File: config.mk
export PLATFORM = sky130hd
export DESIGN_NAME = cmdq_aging_top
export DESIGN_NICKNAME = d
export VERILOG_FILES = /design/src/rtl/cmdq_pkg.sv /design/src/rtl/cmdq_rate_gen.sv /design/src/rtl/cmdq_entry.sv /design/src/rtl/cmdq_pick.sv /design/src/rtl/cmdq_aging_top.sv
export SDC_FILE = /design/constraint.sdc
export NUM_CORES = 1
export LEC_CHECK = 0
export ABC_CLOCK_PERIOD_IN_PS = 13600
export BUFFER_PORTS_ARGS = -buffer_cell sky130_fd_sc_hd__clkbuf_2
export CAP_MARGIN = 20
export CORE_MARGIN = 3
export CORE_UTILIZATION = 50
export CTS_CLUSTER_DIAMETER = 100
export DETAILED_ROUTE_END_ITERATION = 12
export GPL_TIMING_DRIVEN = 0
export MAX_ROUTING_LAYER = met4
export PLACE_DENSITY = 0.79
export SLEW_MARGIN = 10
export SYNTH_ARGS = -nofsm -noshare
export SYNTH_HDL_FRONTEND = slang
export SYNTH_SLANG_ARGS = --single-unit
File: constraint.sdc
create_clock -name clk -period 13.6 [get_ports clk]
set_input_delay 3.4 -clock clk [delete_from_list [all_inputs] [get_ports clk]]
set_output_delay 3.4 -clock clk [all_outputs]
set_load 0.005 [all_outputs]
File: src/rtl/cmdq_pkg.sv
package cmdq_pkg;

  // Zero parameter values behave as one
  function automatic logic [15:0] floor_one(input logic [15:0] v);
    return (v == 16'd0) ? 16'd1 : v;
  endfunction

  // Decrement that stops at zero
  function automatic logic [15:0] sat_dec(input logic [15:0] v);
    return (v == 16'd0) ? 16'd0 : v - 16'd1;
  endfunction

endpackage

File: src/rtl/cmdq_rate_gen.sv
module cmdq_rate_gen #(
  parameter int AGE_W = 8
) (
  input  logic             clk,
  input  logic             rst_n,
  input  logic             active,
  input  logic [AGE_W-1:0] age_count,
  output logic             tick
);
  logic [AGE_W-1:0] mcnt;
  logic [AGE_W-1:0] period;
  logic [AGE_W-1:0] last;
  logic             at_end;

  assign period = AGE_W'(cmdq_pkg::floor_one(16'(age_count)));
  assign last   = period - AGE_W'(1);
  assign at_end = (mcnt >= last);
  assign tick   = active && at_end;

  always_ff @(posedge clk or negedge rst_n) begin
    if (!rst_n) begin
      mcnt <= '0;
    end else if (active) begin
      mcnt <= at_end ? '0 : mcnt + AGE_W'(1);
    end
  end


  rate_hold_chk: assert property (@(posedge clk) disable iff (!rst_n)
    !active |=> $stable(mcnt));


  rate_wrap_chk: assert property (@(posedge clk) disable iff (!rst_n)
    tick |=> (mcnt == '0));

endmodule

File: src/rtl/cmdq_entry.sv
module cmdq_entry #(
  parameter int PRIO_W = 4,
  parameter int AGE_W  = 8,
  parameter int TAG_W  = 8
) (
  input  logic              clk,
  input  logic              rst_n,
  input  logic              load,
  input  logic [TAG_W-1:0]  load_tag,
  input  logic [PRIO_W-1:0] load_prio,
  input  logic [AGE_W-1:0]  cmd_period,
  input  logic              clear,
  input  logic              tick,
  output logic              valid,
  output logic [TAG_W-1:0]  tag,
  output logic [PRIO_W-1:0] prio,
  output logic              step
);
  logic [AGE_W-1:0] cnt;

  assign step = valid && tick && (cnt <= AGE_W'(1));

  always_ff @(posedge clk or negedge rst_n) begin
    if (!rst_n) begin
      valid <= 1'b0;
      tag   <= '0;
      prio  <= '0;
      cnt   <= '0;
    end else if (load) begin
      valid <= 1'b1;
      tag   <= load_tag;
      prio  <= load_prio;
      cnt   <= cmd_period;
    end else if (clear) begin
      valid <= 1'b0;
    end else if (valid && tick) begin
      if (cnt <= AGE_W'(1)) begin
        cnt  <= cmd_period;
        prio <= PRIO_W'(cmdq_pkg::sat_dec(16'(prio)));
      end else begin
        cnt <= cnt - AGE_W'(1);
      end
    end
  end


  prio_floor_chk: assert property (@(posedge clk) disable iff (!rst_n)
    (valid && prio == '0 && !load) |=> (prio == '0));


  prio_monotone_chk: assert property (@(posedge clk) disable iff (!rst_n)
    (valid && !load) |=> (prio <= $past(prio)));


  idle_hold_chk: assert property (@(posedge clk) disable iff (!rst_n)
    (valid && !tick && !load && !clear) |=> ($stable(prio) && $stable(cnt)));


  load_fresh_chk: assert property (@(posedge clk) disable iff (!rst_n)
    load |=> (valid && cnt == $past(cmd_period)));

endmodule

File: src/rtl/cmdq_pick.sv
module cmdq_pick #(
  parameter int DEPTH  = 8,
  parameter int PRIO_W = 4,
  parameter int IDX_W  = 3
) (
  input  logic [DEPTH-1:0]        valid,
  input  logic [DEPTH*PRIO_W-1:0] prio_flat,
  output logic                    sel_valid,
  output logic [IDX_W-1:0]        sel_idx,
  output logic [PRIO_W-1:0]       sel_prio
);
  always_comb begin
    sel_valid = 1'b0;
    sel_idx   = '0;
    sel_prio  = '0;
    for (int i = 0; i < DEPTH; i++) begin
      // Strict compare keeps the lower index on a tie
      if (valid[i] && (!sel_valid || prio_flat[i*PRIO_W +: PRIO_W] < sel_prio)) begin
        sel_valid = 1'b1;
        sel_idx   = IDX_W'(i);
        sel_prio  = prio_flat[i*PRIO_W +: PRIO_W];
      end
    end
  end
endmodule

File: src/rtl/cmdq_aging_top.sv
module cmdq_aging_top #(
  parameter int DEPTH  = 8,
  parameter int PRIO_W = 4,
  parameter int AGE_W  = 8,
  parameter int TAG_W  = 8,
  localparam int IDX_W = (DEPTH > 1) ? $clog2(DEPTH) : 1
) (
  input  logic                    clk,
  input  logic                    rst_n,
  input  logic                    push_valid,
  input  logic [TAG_W-1:0]        push_tag,
  input  logic [PRIO_W-1:0]       push_prio,
  input  logic                    pop_valid,
  input  logic [IDX_W-1:0]        pop_idx,
  input  logic [AGE_W-1:0]        age_count,
  input  logic [AGE_W-1:0]        cmd_age_count,
  input  logic                    aging_en,
  input  logic                    place_mode,
  output logic [DEPTH-1:0]        entry_valid,
  output logic [DEPTH*PRIO_W-1:0] entry_prio,
  output logic [DEPTH*TAG_W-1:0]  entry_tag,
  output logic                    sel_valid,
  output logic [IDX_W-1:0]        sel_idx,
  output logic                    full
);
  logic             active;
  logic             tick;
  logic [AGE_W-1:0] cmd_period;
  logic [IDX_W-1:0] free_idx;
  logic             push_do;
  logic             pop_in_range;
  logic             pop_do;
  logic [DEPTH-1:0] step_vec;
  logic [PRIO_W-1:0] sel_prio;

  assign active     = aging_en && place_mode;
  assign cmd_period = AGE_W'(cmdq_pkg::floor_one(16'(cmd_age_count)));
  assign full       = &entry_valid;
  assign push_do    = push_valid && !full;
  assign pop_in_range = (32'(pop_idx) < DEPTH);
  assign pop_do     = pop_valid && pop_in_range && entry_valid[pop_idx];

  always_comb begin
    free_idx = '0;
    for (int i = DEPTH - 1; i >= 0; i--) begin
      if (!entry_valid[i]) free_idx = IDX_W'(i);
    end
  end

  cmdq_rate_gen #(.AGE_W(AGE_W)) u_rate (
    .clk       (clk),
    .rst_n     (rst_n),
    .active    (active),
    .age_count (age_count),
    .tick      (tick)
  );

  for (genvar g = 0; g < DEPTH; g++) begin : g_slot
    cmdq_entry #(.PRIO_W(PRIO_W), .AGE_W(AGE_W), .TAG_W(TAG_W)) u_entry (
      .clk        (clk),
      .rst_n      (rst_n),
      .load       (push_do && free_idx == IDX_W'(g)),
      .load_tag   (push_tag),
      .load_prio  (push_prio),
      .cmd_period (cmd_period),
      .clear      (pop_do && pop_idx == IDX_W'(g)),
      .tick       (tick),
      .valid      (entry_valid[g]),
      .tag        (entry_tag[g*TAG_W +: TAG_W]),
      .prio       (entry_prio[g*PRIO_W +: PRIO_W]),
      .step       (step_vec[g])
    );


    pick_is_min_chk: assert property (@(posedge clk) disable iff (!rst_n)
      entry_valid[g] |-> (entry_prio[g*PRIO_W +: PRIO_W] >= sel_prio));
  end

  cmdq_pick #(.DEPTH(DEPTH), .PRIO_W(PRIO_W), .IDX_W(IDX_W)) u_pick (
    .valid     (entry_valid),
    .prio_flat (entry_prio),
    .sel_valid (sel_valid),
    .sel_idx   (sel_idx),
    .sel_prio  (sel_prio)
  );


  pick_points_valid_chk: assert property (@(posedge clk) disable iff (!rst_n)
    sel_valid |-> entry_valid[sel_idx]);


  pop_clears_chk: assert property (@(posedge clk) disable iff (!rst_n)
    pop_do |=> !entry_valid[$past(pop_idx)]);


  full_push_ignored_chk: assert property (@(posedge clk) disable iff (!rst_n)
    (full && push_valid && !pop_valid) |=> $stable(entry_valid));


  push_lands_chk: assert property (@(posedge clk) disable iff (!rst_n)
    push_do |=> entry_valid[$past(free_idx)]);


  no_step_idle_chk: assert property (@(posedge clk) disable iff (!rst_n)
    !active |-> (step_vec == '0));

endmodule

==> flow_summary.rst <==
.. list-table::
   :header-rows: 1

   * - Metric
     - Value
   * - Result of the run
     - finished with violations
   * - Failing checks
     - negative setup slack
   * - Vias after detailed routing
     - around 12000
   * - Pin count of the biggest net entering global routing
     - 95
   * - Register area
     - 4410 µm²
   * - CTS buffer count
     - 17
   * - Final hold vios
     - 0
   * - Req. time, crit path
     - between 10000 and 15000 ps
   * - Number of warnings printed during yosys synthesis
     - 0
   * - Post-synth top area cell
     - sky130_fd_sc_hd__dfrtp_1
   * - Hold path depth
     - 2
   * - DR pass1 iterations
     - 6
   * - Via count of the first global-routing pass
     - 10800
   * - # nets final
     - 1563
   * - Number of violations reported at the end of detailed-routing iteration 0
     - 1451
   * - RSZ-0062 raised after global routing
     - yes
   * - Most instantiated library cell after synthesis
     - sky130_fd_sc_hd__nand2_1
   * - Number of buffers inserted for hold repair after clock tree synthesis
     - 0
   * - Overall die area
     - roughly 24000 µm²
   * - Half-perimeter wire length after placement
     - approximately 25 mm
   * - CTS clk-pin slew, worst paths
     - 80 ps
   * - Area inside the core boundary
     - 21300 µm²
   * - Class of the most critical hold timing path
     - reg -> reg
   * - Skew final
     - ~8.9 ps
   * - Final worst setup slack
     - -629 ps
   * - Hold Worst Slack
     - 477 ps
   * - Max H-tree Level
     - 4
   * - CP endpoint kind
     - output port
   * - Fin crit period
     - approximately 14000 ps
   * - I/O pin count
     - roughly 150
   * - Starting Density
     - 0.515
   * - Commonest cells in the netlist
     - 187 x sky130_fd_sc_hd__nand2_1, 176 x sky130_fd_sc_hd__dfrtp_1, 106 x sky130_fd_sc_hd__nor2_1
   * - Most common cell type on the critical path
     - sky130_fd_sc_hd__ha_4
   * - Number of nets with antenna violations after detailed routing
     - 0
   * - Number of instances in the synthesized netlist
     - between 1000 and 1500
   * - Total number of placement rows
     - 53
   * - Later-pin clock latency in the skew report
     - between 400 and 500 ps
   * - Utilization of the core after routing
     - 0.635
   * - Highest clock frequency the design can meet
     - ~70 MHz
   * - Distinct cell type count after synthesis
     - 77
   * - Root buf cell
     - sky130_fd_sc_hd__clkbuf_16
   * - Startpoint type of the worst setup path
     - flop
   * - Tcrit/Tclk final
     - 1.05
   * - Y dimension of the die
     - roughly 150 µm
   * - TritonCTS clock tree
     - built
   * - RePlAce Congestion
     - between 1 and 1.5
   * - Clock sink count
     - roughly 180
   * - Global-route usage over all layers
     - 0.304
   * - Buffer depth of the longest clock path
     - 2
   * - Maximum fanout along the worst path
     - 8
   * - Post-synth top area share
     - 0.402
   * - R2R cell count
     - 13
   * - Drt via density
     - roughly 6.6
   * - Most frequently used flop master after synthesis
     - sky130_fd_sc_hd__dfrtp_1
   * - Remaining max-slew budget at the tightest pin
     - 0.262
   * - Data arrival, critical path
     - 10830 ps
   * - Async SR Flop Fraction
     - 1.00
   * - Number of fillers in the final layout
     - between 1500 and 2000
   * - Setup violations, final
     - 3
   * - Area of the multi-input gates
     - between 6000 and 7000 µm²
   * - Setup slack after placement
     - -1170 ps
   * - Family of cells with the greatest summed delay on the critical path
     - compound AO/OA/AOI/OAI gates
   * - Worst-margin pin slew
     - around 1100 ps
   * - Horizontal extent of the die
     - around 150 µm
   * - Largest stage delay on the critical path
     - about 520 ps
   * - Cell types with the largest area share after synthesis
     - sky130_fd_sc_hd__dfrtp_1 40%, sky130_fd_sc_hd__nand2_1 6.4%, sky130_fd_sc_hd__ha_1 5.4%
   * - Average routed wire per standard cell
     - between 20 and 25 µm
   * - Count of flip-flops with a built-in enable after synthesis
     - 0
   * - Remaining DRCs
     - 0
   * - Ratio of cells with drive above 1 in the final layout
     - 0.242
   * - Part of the Yosys area used for sequential elements
     - 0.402
   * - Worst path depth
     - 50
   * - Wire length of the first global-routing pass
     - around 57 mm
   * - Mapped Area
     - ~11000 µm²
   * - Class of the most critical setup path
     - reg -> out
   * - Worst-path cell with the longest stage delay
     - sky130_fd_sc_hd__dfrtp_1
   * - Port Buffers
     - roughly 140
   * - Post-synthesis net count
     - approximately 1400
   * - Syn_area_per_cell
     - about 8.6 µm²
   * - Layout area overhead
     - 23.3%
   * - Number of pins with negative max-slew slack in the final report
     - 0
   * - Post-Route WL
     - roughly 38 mm
   * - Total buffers and inverters traversed by the critical path
     - 9
   * - #FFs+latches synth
     - between 150 and 200
   * - Max Cap Viol
     - 0
   * - Remaining global-route overflow
     - 0
   * - Initial antenna violation count
     - 1
## routing by layer
metal / global-route usage / routed length [µm] / vias up / part of all wire
met4: 0.140 / 2230 / 0 / 0.058
met2: 0.455 / 17000 / 800 / 0.44
met3: 0.0585 / 4280 / 202 / 0.11
li1: - / - / 5069 / -
met1: 0.403 / 14900 / 5527 / 0.39
met5: - / 0 / - / 0
## per-stage QoR
step | TNS (ps) | cell area (µm²) | cells
final | -1820 | 13500 | 1768
after global routing | -1860 | 13500 | 1768
after CTS | 0 | 13000 | 1747
after detailed placement | -3480 | 12000 | 1686
after global placement | -2950 | 12000 | 1685
after floorplan | 0 | 11000 | 1275
## placed cells by master (no fill, tap or decap), types with 23 or more instances in the layout
cell type	instances
sky130_fd_sc_hd__a21oi_1	70
sky130_fd_sc_hd__buf_4	58
sky130_fd_sc_hd__clkbuf_1	51
sky130_fd_sc_hd__clkbuf_2	136
sky130_fd_sc_hd__dfrtp_1	171
sky130_fd_sc_hd__ha_1	28
sky130_fd_sc_hd__inv_1	47
sky130_fd_sc_hd__mux2_2	37
sky130_fd_sc_hd__nand2_1	182
sky130_fd_sc_hd__nand3_1	31
sky130_fd_sc_hd__nor2_1	106
sky130_fd_sc_hd__nor3_1	44
sky130_fd_sc_hd__nor4_1	24
sky130_fd_sc_hd__o211ai_1	23
sky130_fd_sc_hd__o21ai_0	83
## final cells by class
| class | instances | area share |
|---|---|---|
| Inverter | 49 | 0.0136 |
| Buffer | 75 | 0.0256 |
| Tap cell | 275 | 0.0255 |
| Multi-Input combinational cell | 974 | 0.486 |
| Sequential cell | 176 | 0.326 |
| Antenna cell | 1 | 0.000185 |
| Timing Repair Buffer | 186 | 0.0807 |
| Clock buffer | 20 | 0.0331 |
| Clock inverter | 12 | 0.00917 |
## worst paths after layout
path / from / endpoint / slack (ps)
min in group asynchronous: rst_n / g_slot[7].u_entry.tag[3] / 2980
setup / recovery: g_slot[1].u_entry.prio[2] / sel_idx[0] / -630
hold / removal: g_slot[6].u_entry.tag[4] / g_slot[6].u_entry.tag[4] / 480
setup reg to reg: u_rate.mcnt[0] / g_slot[5].u_entry.cnt[5] / 9950
hold reg to reg: g_slot[6].u_entry.tag[4] / g_slot[6].u_entry.tag[4] / 480
max in group asynchronous: rst_n / g_slot[1].u_entry.prio[3] / 9680
## logic make-up after synthesis
kind of cell / share of synthesized area
AOI/OAI and AO/OA: 0.205
xor gates and xnor gates: 0.00720
and+or+nand+nor: 0.228
muxes: 0.0556
adders and majority gates: 0.0537
DFF: 0.402
buffers and inverters: 0.0483
## worst reg2reg max path, cell delays in order, from the launching register on
cell                       delay (ps)
sky130_fd_sc_hd__dfrtp_1          370
sky130_fd_sc_hd__inv_1             80
sky130_fd_sc_hd__ha_1             270
sky130_fd_sc_hd__nand2b_1         100
sky130_fd_sc_hd__a21o_1           110
sky130_fd_sc_hd__a21o_1           100
sky130_fd_sc_hd__a21o_1           110
sky130_fd_sc_hd__a21oi_1           80
sky130_fd_sc_hd__o21ai_1          410
sky130_fd_sc_hd__clkbuf_1         550
sky130_fd_sc_hd__nand3_1          430
sky130_fd_sc_hd__clkbuf_1         370
sky130_fd_sc_hd__o311ai_0         380
sky130_fd_sc_hd__o21ai_0          150
## repair_timing
action,4_1_cts,5_1_grt
endpoints found under the setup margin,3,3
setup buffers,29,21
pin swaps,14,34
resized for setup,42,67
## flip-flops by register name, indices dropped and copies added, names as in the netlist
register	flops
g_slot.u_entry.cnt	64
g_slot.u_entry.tag	64
g_slot.u_entry.prio	32
g_slot.u_entry.valid	8
u_rate.mcnt	8
Power is not shown: default switching activity piles up to over one toggle a cycle in this logic, so the estimate is an artifact.
